--- config.mk ---
export PLATFORM = sky130hd
export DESIGN_NAME = seq5_counter
export DESIGN_NICKNAME = d
export VERILOG_FILES = /design/src/rtl/seq5_pkg.sv /design/src/rtl/seq5_target.sv /design/src/rtl/seq5_excite.sv /design/src/rtl/seq5_store.sv /design/src/rtl/seq5_counter.sv
export SDC_FILE = /design/constraint.sdc
export NUM_CORES = 1
export LEC_CHECK = 0
export CAP_MARGIN = 5
export CORE_AREA = 5 5 42 44
export DETAILED_ROUTE_END_ITERATION = 12
export DIE_AREA = 0 0 47 49
export DONT_BUFFER_PORTS = 1
export HOLD_SLACK_MARGIN = 0.08
export PLACE_DENSITY = 0.35
export SLEW_MARGIN = 25
export SYNTH_ARGS = -nofsm -noshare
export SYNTH_HDL_FRONTEND = slang
export SYNTH_SLANG_ARGS = --single-unit
--- constraint.sdc ---
create_clock -name clk -period 1 [get_ports clk]
set_input_delay 0.1 -clock clk [delete_from_list [all_inputs] [get_ports clk]]
set_output_delay 0.1 -clock clk [all_outputs]
set_load 0.03 [all_outputs]
--- src/rtl/seq5_pkg.sv ---
package seq5_pkg;

    localparam int SEQ_W = 3;

    localparam int KIND_TOGGLE = 0;
    localparam int KIND_SETCLR = 1;
    localparam int KIND_JK     = 2;

    // Per-bit drive pair: primary (T, S or J) and secondary (unused, R or K)
    typedef struct packed {
        logic [SEQ_W-1:0] pri;
        logic [SEQ_W-1:0] sec;
    } drive_t;

    typedef struct packed {
        logic [SEQ_W-1:0] code;
    } ctr_t;

endpackage

--- src/rtl/seq5_target.sv ---
module seq5_target
    import seq5_pkg::*;
(
    input  logic [SEQ_W-1:0] cur_i,
    output logic [SEQ_W-1:0] tgt_o
);
    // Loop: 000->100->111->010->011->000; spare codes resolved into the loop
    always_comb begin
        unique case (cur_i)
            3'b000:  tgt_o = 3'b100;
            3'b100:  tgt_o = 3'b111;
            3'b111:  tgt_o = 3'b010;
            3'b010:  tgt_o = 3'b011;
            3'b011:  tgt_o = 3'b000;
            3'b001:  tgt_o = 3'b011;
            3'b101:  tgt_o = 3'b100;
            default: tgt_o = 3'b010; // 3'b110
        endcase
    end
endmodule

--- src/rtl/seq5_excite.sv ---
module seq5_excite
    import seq5_pkg::*;
#(
    parameter int KIND = KIND_TOGGLE
) (
    input  logic [SEQ_W-1:0] cur_i,
    input  logic [SEQ_W-1:0] tgt_o_i,
    output drive_t           drv_o
);
    for (genvar b = 0; b < SEQ_W; b++) begin : g_bit
        if (KIND == KIND_SETCLR) begin : g_sc
            // Don't-cares resolved to 0: set only on 0->1, clear only on 1->0
            assign drv_o.pri[b] = ~cur_i[b] &  tgt_o_i[b];
            assign drv_o.sec[b] =  cur_i[b] & ~tgt_o_i[b];
        end else if (KIND == KIND_JK) begin : g_jk
            assign drv_o.pri[b] = ~cur_i[b] &  tgt_o_i[b];
            assign drv_o.sec[b] =  cur_i[b] & ~tgt_o_i[b];
        end else begin : g_t
            assign drv_o.pri[b] = cur_i[b] ^ tgt_o_i[b];
            assign drv_o.sec[b] = 1'b0;
        end
    end
endmodule

--- src/rtl/seq5_store.sv ---
module seq5_store
    import seq5_pkg::*;
#(
    parameter int KIND = KIND_TOGGLE
) (
    input  logic [SEQ_W-1:0] cur_i,
    input  drive_t           drv_i,
    output logic [SEQ_W-1:0] nxt_o
);
    // Characteristic update rule of the chosen storage element
    for (genvar b = 0; b < SEQ_W; b++) begin : g_bit
        if (KIND == KIND_SETCLR) begin : g_sc
            assign nxt_o[b] = drv_i.pri[b] | (cur_i[b] & ~drv_i.sec[b]);
        end else if (KIND == KIND_JK) begin : g_jk
            assign nxt_o[b] = (drv_i.pri[b] & ~cur_i[b]) | (~drv_i.sec[b] & cur_i[b]);
        end else begin : g_t
            assign nxt_o[b] = cur_i[b] ^ drv_i.pri[b];
        end
    end
endmodule

--- src/rtl/seq5_counter.sv ---
module seq5_counter
    import seq5_pkg::*;
#(
    parameter int STORE_KIND = KIND_TOGGLE
) (
    input  logic             clk,
    input  logic             rst,
    input  logic             en,
    output logic [SEQ_W-1:0] state_o
);
    ctr_t             ctr_d, ctr_q;
    logic [SEQ_W-1:0] tgt_w;
    logic [SEQ_W-1:0] step_w;
    drive_t           drv_w;

    seq5_target u_tgt (
        .cur_i (ctr_q.code),
        .tgt_o (tgt_w)
    );

    seq5_excite #(.KIND(STORE_KIND)) u_exc (
        .cur_i   (ctr_q.code),
        .tgt_o_i (tgt_w),
        .drv_o   (drv_w)
    );

    seq5_store #(.KIND(STORE_KIND)) u_sto (
        .cur_i (ctr_q.code),
        .drv_i (drv_w),
        .nxt_o (step_w)
    );

    always_comb begin
        ctr_d = ctr_q;
        if (rst) begin
            ctr_d.code = '0;
        end else if (en) begin
            ctr_d.code = step_w;
        end
    end

    always_ff @(posedge clk) begin
        ctr_q <= ctr_d;
    end

    assign state_o = ctr_q.code;
endmodule

# ---- Word level (Yosys, flattened, before mapping)
# Cells that the tools add are included.
dict set report op_classes {
  muxes 1
  eq_ne 5
  n_bitwise 6
  reduce_logical 3
}
# cell count
set op_table {}
lappend op_table {{3-bit case mux with 4 select lines} 1}
lappend op_table {{3-bit by 2-bit == test with 1-bit output, second input constant} 2}
lappend op_table {{3-bit == test, second input constant} 2}
lappend op_table {{1-bit bitwise XOR} 6}
lappend op_table {{2-bit OR reduction} 2}
lappend op_table {{3-bit by 1-bit == test with 1-bit output, second input constant} 1}
lappend op_table {{3-bit zero test} 1}
dict set report word_totals {
  register_bits 3
  wordCells 16
  in_bits 3
  out_inout_bits 3
}

# ---- Depth between registers and ports, before layout
dict set report logic_depth {
  depth_word 5
  ltp_mapped 3
}

# ---- By module
# A second synthesis with hierarchy kept.
dict set report unflattened {
  cells_unflattened 26
  area_unflattened_um2 224.0
}
# mod area_per_inst_um2 instances seq_area_each_um2 cells_each
set by_module_without_submodules {}
lappend by_module_without_submodules {seq5_counter 101.3 1 60.1 9}
lappend by_module_without_submodules {seq5_excite 52.6 1 0.0 7}
lappend by_module_without_submodules {seq5_target 43.8 1 0.0 7}
lappend by_module_without_submodules {seq5_store 26.3 1 0.0 3}

# ---- Worst setup path after synthesis
# Ideal clock, no wire load.
dict set report synth_path {
  kind {register to register}
  start {register ctr_q (netlist bit state_o[1])}
  end {register ctr_q (netlist bit state_o[0])}
  setup_ns 0.123
  slack_ns -0.170
  path_buffers 0
  stages_incl_launch_ff 4
  synth_period_minus_slack_ns 1.170
  t_arrival_ns 1.047
  cell_sequence {dfxtp_1 > and4bb_2 > a31oi_1 > a31oi_1}
}
dict set report synth_between {
  elab_chain_len 5
  word_cells_on_any_way 11
}
# item line
set synth_lines {}
lappend synth_lines {{from (decl)} seq5_counter.sv:11} ;# ctr_t ctr_d, ctr_q;
lappend synth_lines {{from (signal assigned)} seq5_counter.sv:43} ;# ctr_q <= ctr_d;
lappend synth_lines {{3-bit == test, or another cell as far along} seq5_target.sv:9} ;# unique case (cur_i)
lappend synth_lines {{2-bit OR reduction (no source line)} n/a}
lappend synth_lines {{3-bit case mux with 4 select lines *} seq5_target.sv:9}
lappend synth_lines {{1-bit bitwise XOR *} seq5_excite.sv:19} ;# assign drv_o.pri[b] = cur_i[b] ^ tgt_o_i[b];
lappend synth_lines {{1-bit bitwise XOR *} seq5_store.sv:17} ;# assign nxt_o[b] = cur_i[b] ^ drv_i.pri[b];
# Every way passes the cells marked *; elsewhere a longest branch is shown, timed or not.
# A chain may end at the register's enable or synchronous reset.

# ---- Final worst setup path
# Same ends and word-level chain as after synthesis.

==> implementation parameters <==
Parameter                              Value

Run status
  Status ... completed

Finish
  Share of cells above drive strength 1 ... 42.9%
  Area growth from synthesis to layout ... 78.0%
  Final standard cell utilization of the core ... 18.8%
  Count of fill cells added during filler insertion ... 165
  Diode insertion count for antenna repair ... 0
  Number of flip-flops under the largest register name ... 3
  Post-layout net count ... 32
  Leading cell types in the layout, fill and taps excluded ... sky130_fd_sc_hd__buf_4 (4), sky130_fd_sc_hd__clkbuf_4 (3), sky130_fd_sc_hd__dlygate4sd3_1 (3)
  Commonest non-fill, non-tap cell in the layout ... sky130_fd_sc_hd__buf_4

Placed design
  DP HPWL ... 296 um
  Input/output buffers ... 0
  Placer congestion estimate ... 0.619

Yosys
  Seq/Total Area, Yosys ... 40.7%
  Mapped Cells ... 17
  Count of state elements after synthesis ... 3
  Synth warn ... 0
  Number of distinct library cells after synthesis ... 12
  Average instance area after synthesis ... 8.68 um^2
  Net count after synthesis ... 20
  Post-synthesis instance area ... 148 um^2

Power and ir drop
  Total power density per cell area ... 1900 nW/um^2
  IR drop worst, VDD ... 0.338 mV
  Static Leak ... 0.0960 nW

Route
  Vias after detailed routing ... 170
  Post-DR vias/cell ... 3.86
  Detail Route Antenna Nets ... 0
  DRC violations left ... 0
  Routed length per instance ... 9.48 um
  Total wirelength of the detailed-routed design ... 417 um
  Length of the first detailed-routing pass in iterations ... 2
  First-iteration detailed-routing DRC count ... 5

Clocking
  Maximum number of buffers from clock root to sink ... 2
  Skew-Pair Late Insertion Delay ... 0.23 ns
  TritonCTS clock tree ... built
  Clock H-tree levels ... 1
  Clk sinks ... 3
  Number of buffers created by CTS ... 3
  Root cell of the clock tree ... sky130_fd_sc_hd__clkbuf_4
  Clock slew at reported path FFs ... 0.04 ns

Global route
  Via count of the first global-routing pass ... 174
  Global-route congestion overflow total ... 0
  First-pass GRT wire length ... 710 um
  Largest net degree at the start of global routing ... 9
  Initial antenna violation count ... 0
  Global-route usage over all layers ... 4.93%

Die
  Floorplan row count ... 14
  Core region area ... 1400 um^2
  Floorplan die width ... 47 um
  Starting utilization of the core area ... 10.5%
  Top-level I/O count ... 6
  Die Height ... 49 um
  DIE AREA ... 2300 um^2

Timing
  Ratio of final minimum period to clock period ... 97.3%
  Slew Viols, Final ... 0
  Time the final worst path needs with I/O delays and setup ... 0.973 ns
  Achievable Freq ... 1.03 GHz
  WHS ... 0.256 ns
  Worst clock skew ... 0.000508 ns
  Max-Slew Margin vs Limit ... 85.6%
  Endpoints failing setup ... 0
  RSZ-0062 raised after global routing ... true
  Total count of hold-check failures in the final report ... 0
  Pin slew with the least headroom to its limit ... 0.215 ns

Setup path
  Crit path capture type ... flop
  Worst Setup Start Kind ... flop
  Required time at the endpoint of the critical path ... 1.11 ns
  Highest net fanout along the worst path ... 7
  Critical path arrival ... 1.08 ns
  Worst Path Class, Setup ... flop to flop

Flow run
  Max-cap violations ... 0

Worst hold path
  Path category of the worst min-delay check ... input pin to flop
-- layer usage --
metal	track usage [%]	part of all wire, %
met4	4.61	0
met2	4.75	37
met1	4.39	47
met5	0	0
met3	7.01	16
-- synthesized netlist by cell type --
cell type	instances	area, um^2
sky130_fd_sc_hd__nor3_1	1	5.00
sky130_fd_sc_hd__nand2_1	1	3.75
sky130_fd_sc_hd__a21boi_0	1	7.51
sky130_fd_sc_hd__dfxtp_1	3	60.1
sky130_fd_sc_hd__nor2_1	1	3.75
sky130_fd_sc_hd__inv_2	1	3.75
sky130_fd_sc_hd__a21oi_1	2	10.0
sky130_fd_sc_hd__or2b_1	1	7.51
sky130_fd_sc_hd__a31oi_1	2	12.5
sky130_fd_sc_hd__or3_1	1	6.26
sky130_fd_sc_hd__a211oi_1	2	15.0
sky130_fd_sc_hd__and4bb_2	1	12.5
-- logic make-up after synthesis --
kind of cell / share of synthesized area, %
simple gates: 26.3
buf+inv: 2.54
flops: 40.7
compound gates: 30.5
-- final timing paths --
| check | from | end | slack [ns] | depth (start not counted) |
|---|---|---|---|---|
| setup / recovery | state_o[1] | state_o[0] | 0.03 | 3 |
| hold / removal | en | state_o[1] | 0.26 | 3 |
| setup reg to reg | state_o[1] | state_o[0] | 0.03 | 3 |
| hold reg to reg | state_o[2] | state_o[2] | 0.55 | 2 |
-- worst max-delay path: stages (launching register included) --
cell and delay (ns):
sky130_fd_sc_hd__dfxtp_4 0.37, sky130_fd_sc_hd__and4bb_2 0.24, sky130_fd_sc_hd__a31oi_1 0.16, sky130_fd_sc_hd__a31oi_1 0.09
-- power breakdown --
group          switching (W)  internal, W
logic              0.0000634    0.0000600
registers          0.0000258     0.000140
clock network      0.0000615     0.000149
-- layout make-up --
class | count | area, um^2 | area share, %
multi-input cells | 13 | 83.8 | 31.9
inverters | 1 | 3.75 | 1.43
clock buffers | 4 | 26.3 | 10.0
well taps | 16 | 20.0 | 7.62
repair buffers | 7 | 60.1 | 22.9
flip-flops and latches | 3 | 68.8 | 26.2
-- what timing repair did --
action                     in CTS  in global routing
hold endpoints to repair        3                  1
buffers inserted                0                  1
hold buffers                    2                  1
gates resized for setup         0                  0
setup endpoints to repair       0                  1
-- through the flow --
stage	instances	instance area (um^2)	power, W	setup TNS [ns]	setup WS [ns]
2_1_floorplan	17	156	0.000237	0	0.0217
5_1_grt	44	263	0.000545	-0.0158	-0.0158
4_1_cts	42	245	0.000502	0	0.0211
3_5_place_dp	36	199	0.000274	0	0.0249
3_3_place_gp	36	199	0.000269	0	0.0504
6_report	44	263	0.000500	0	0.0266
(Power assumes the default switching activity.)
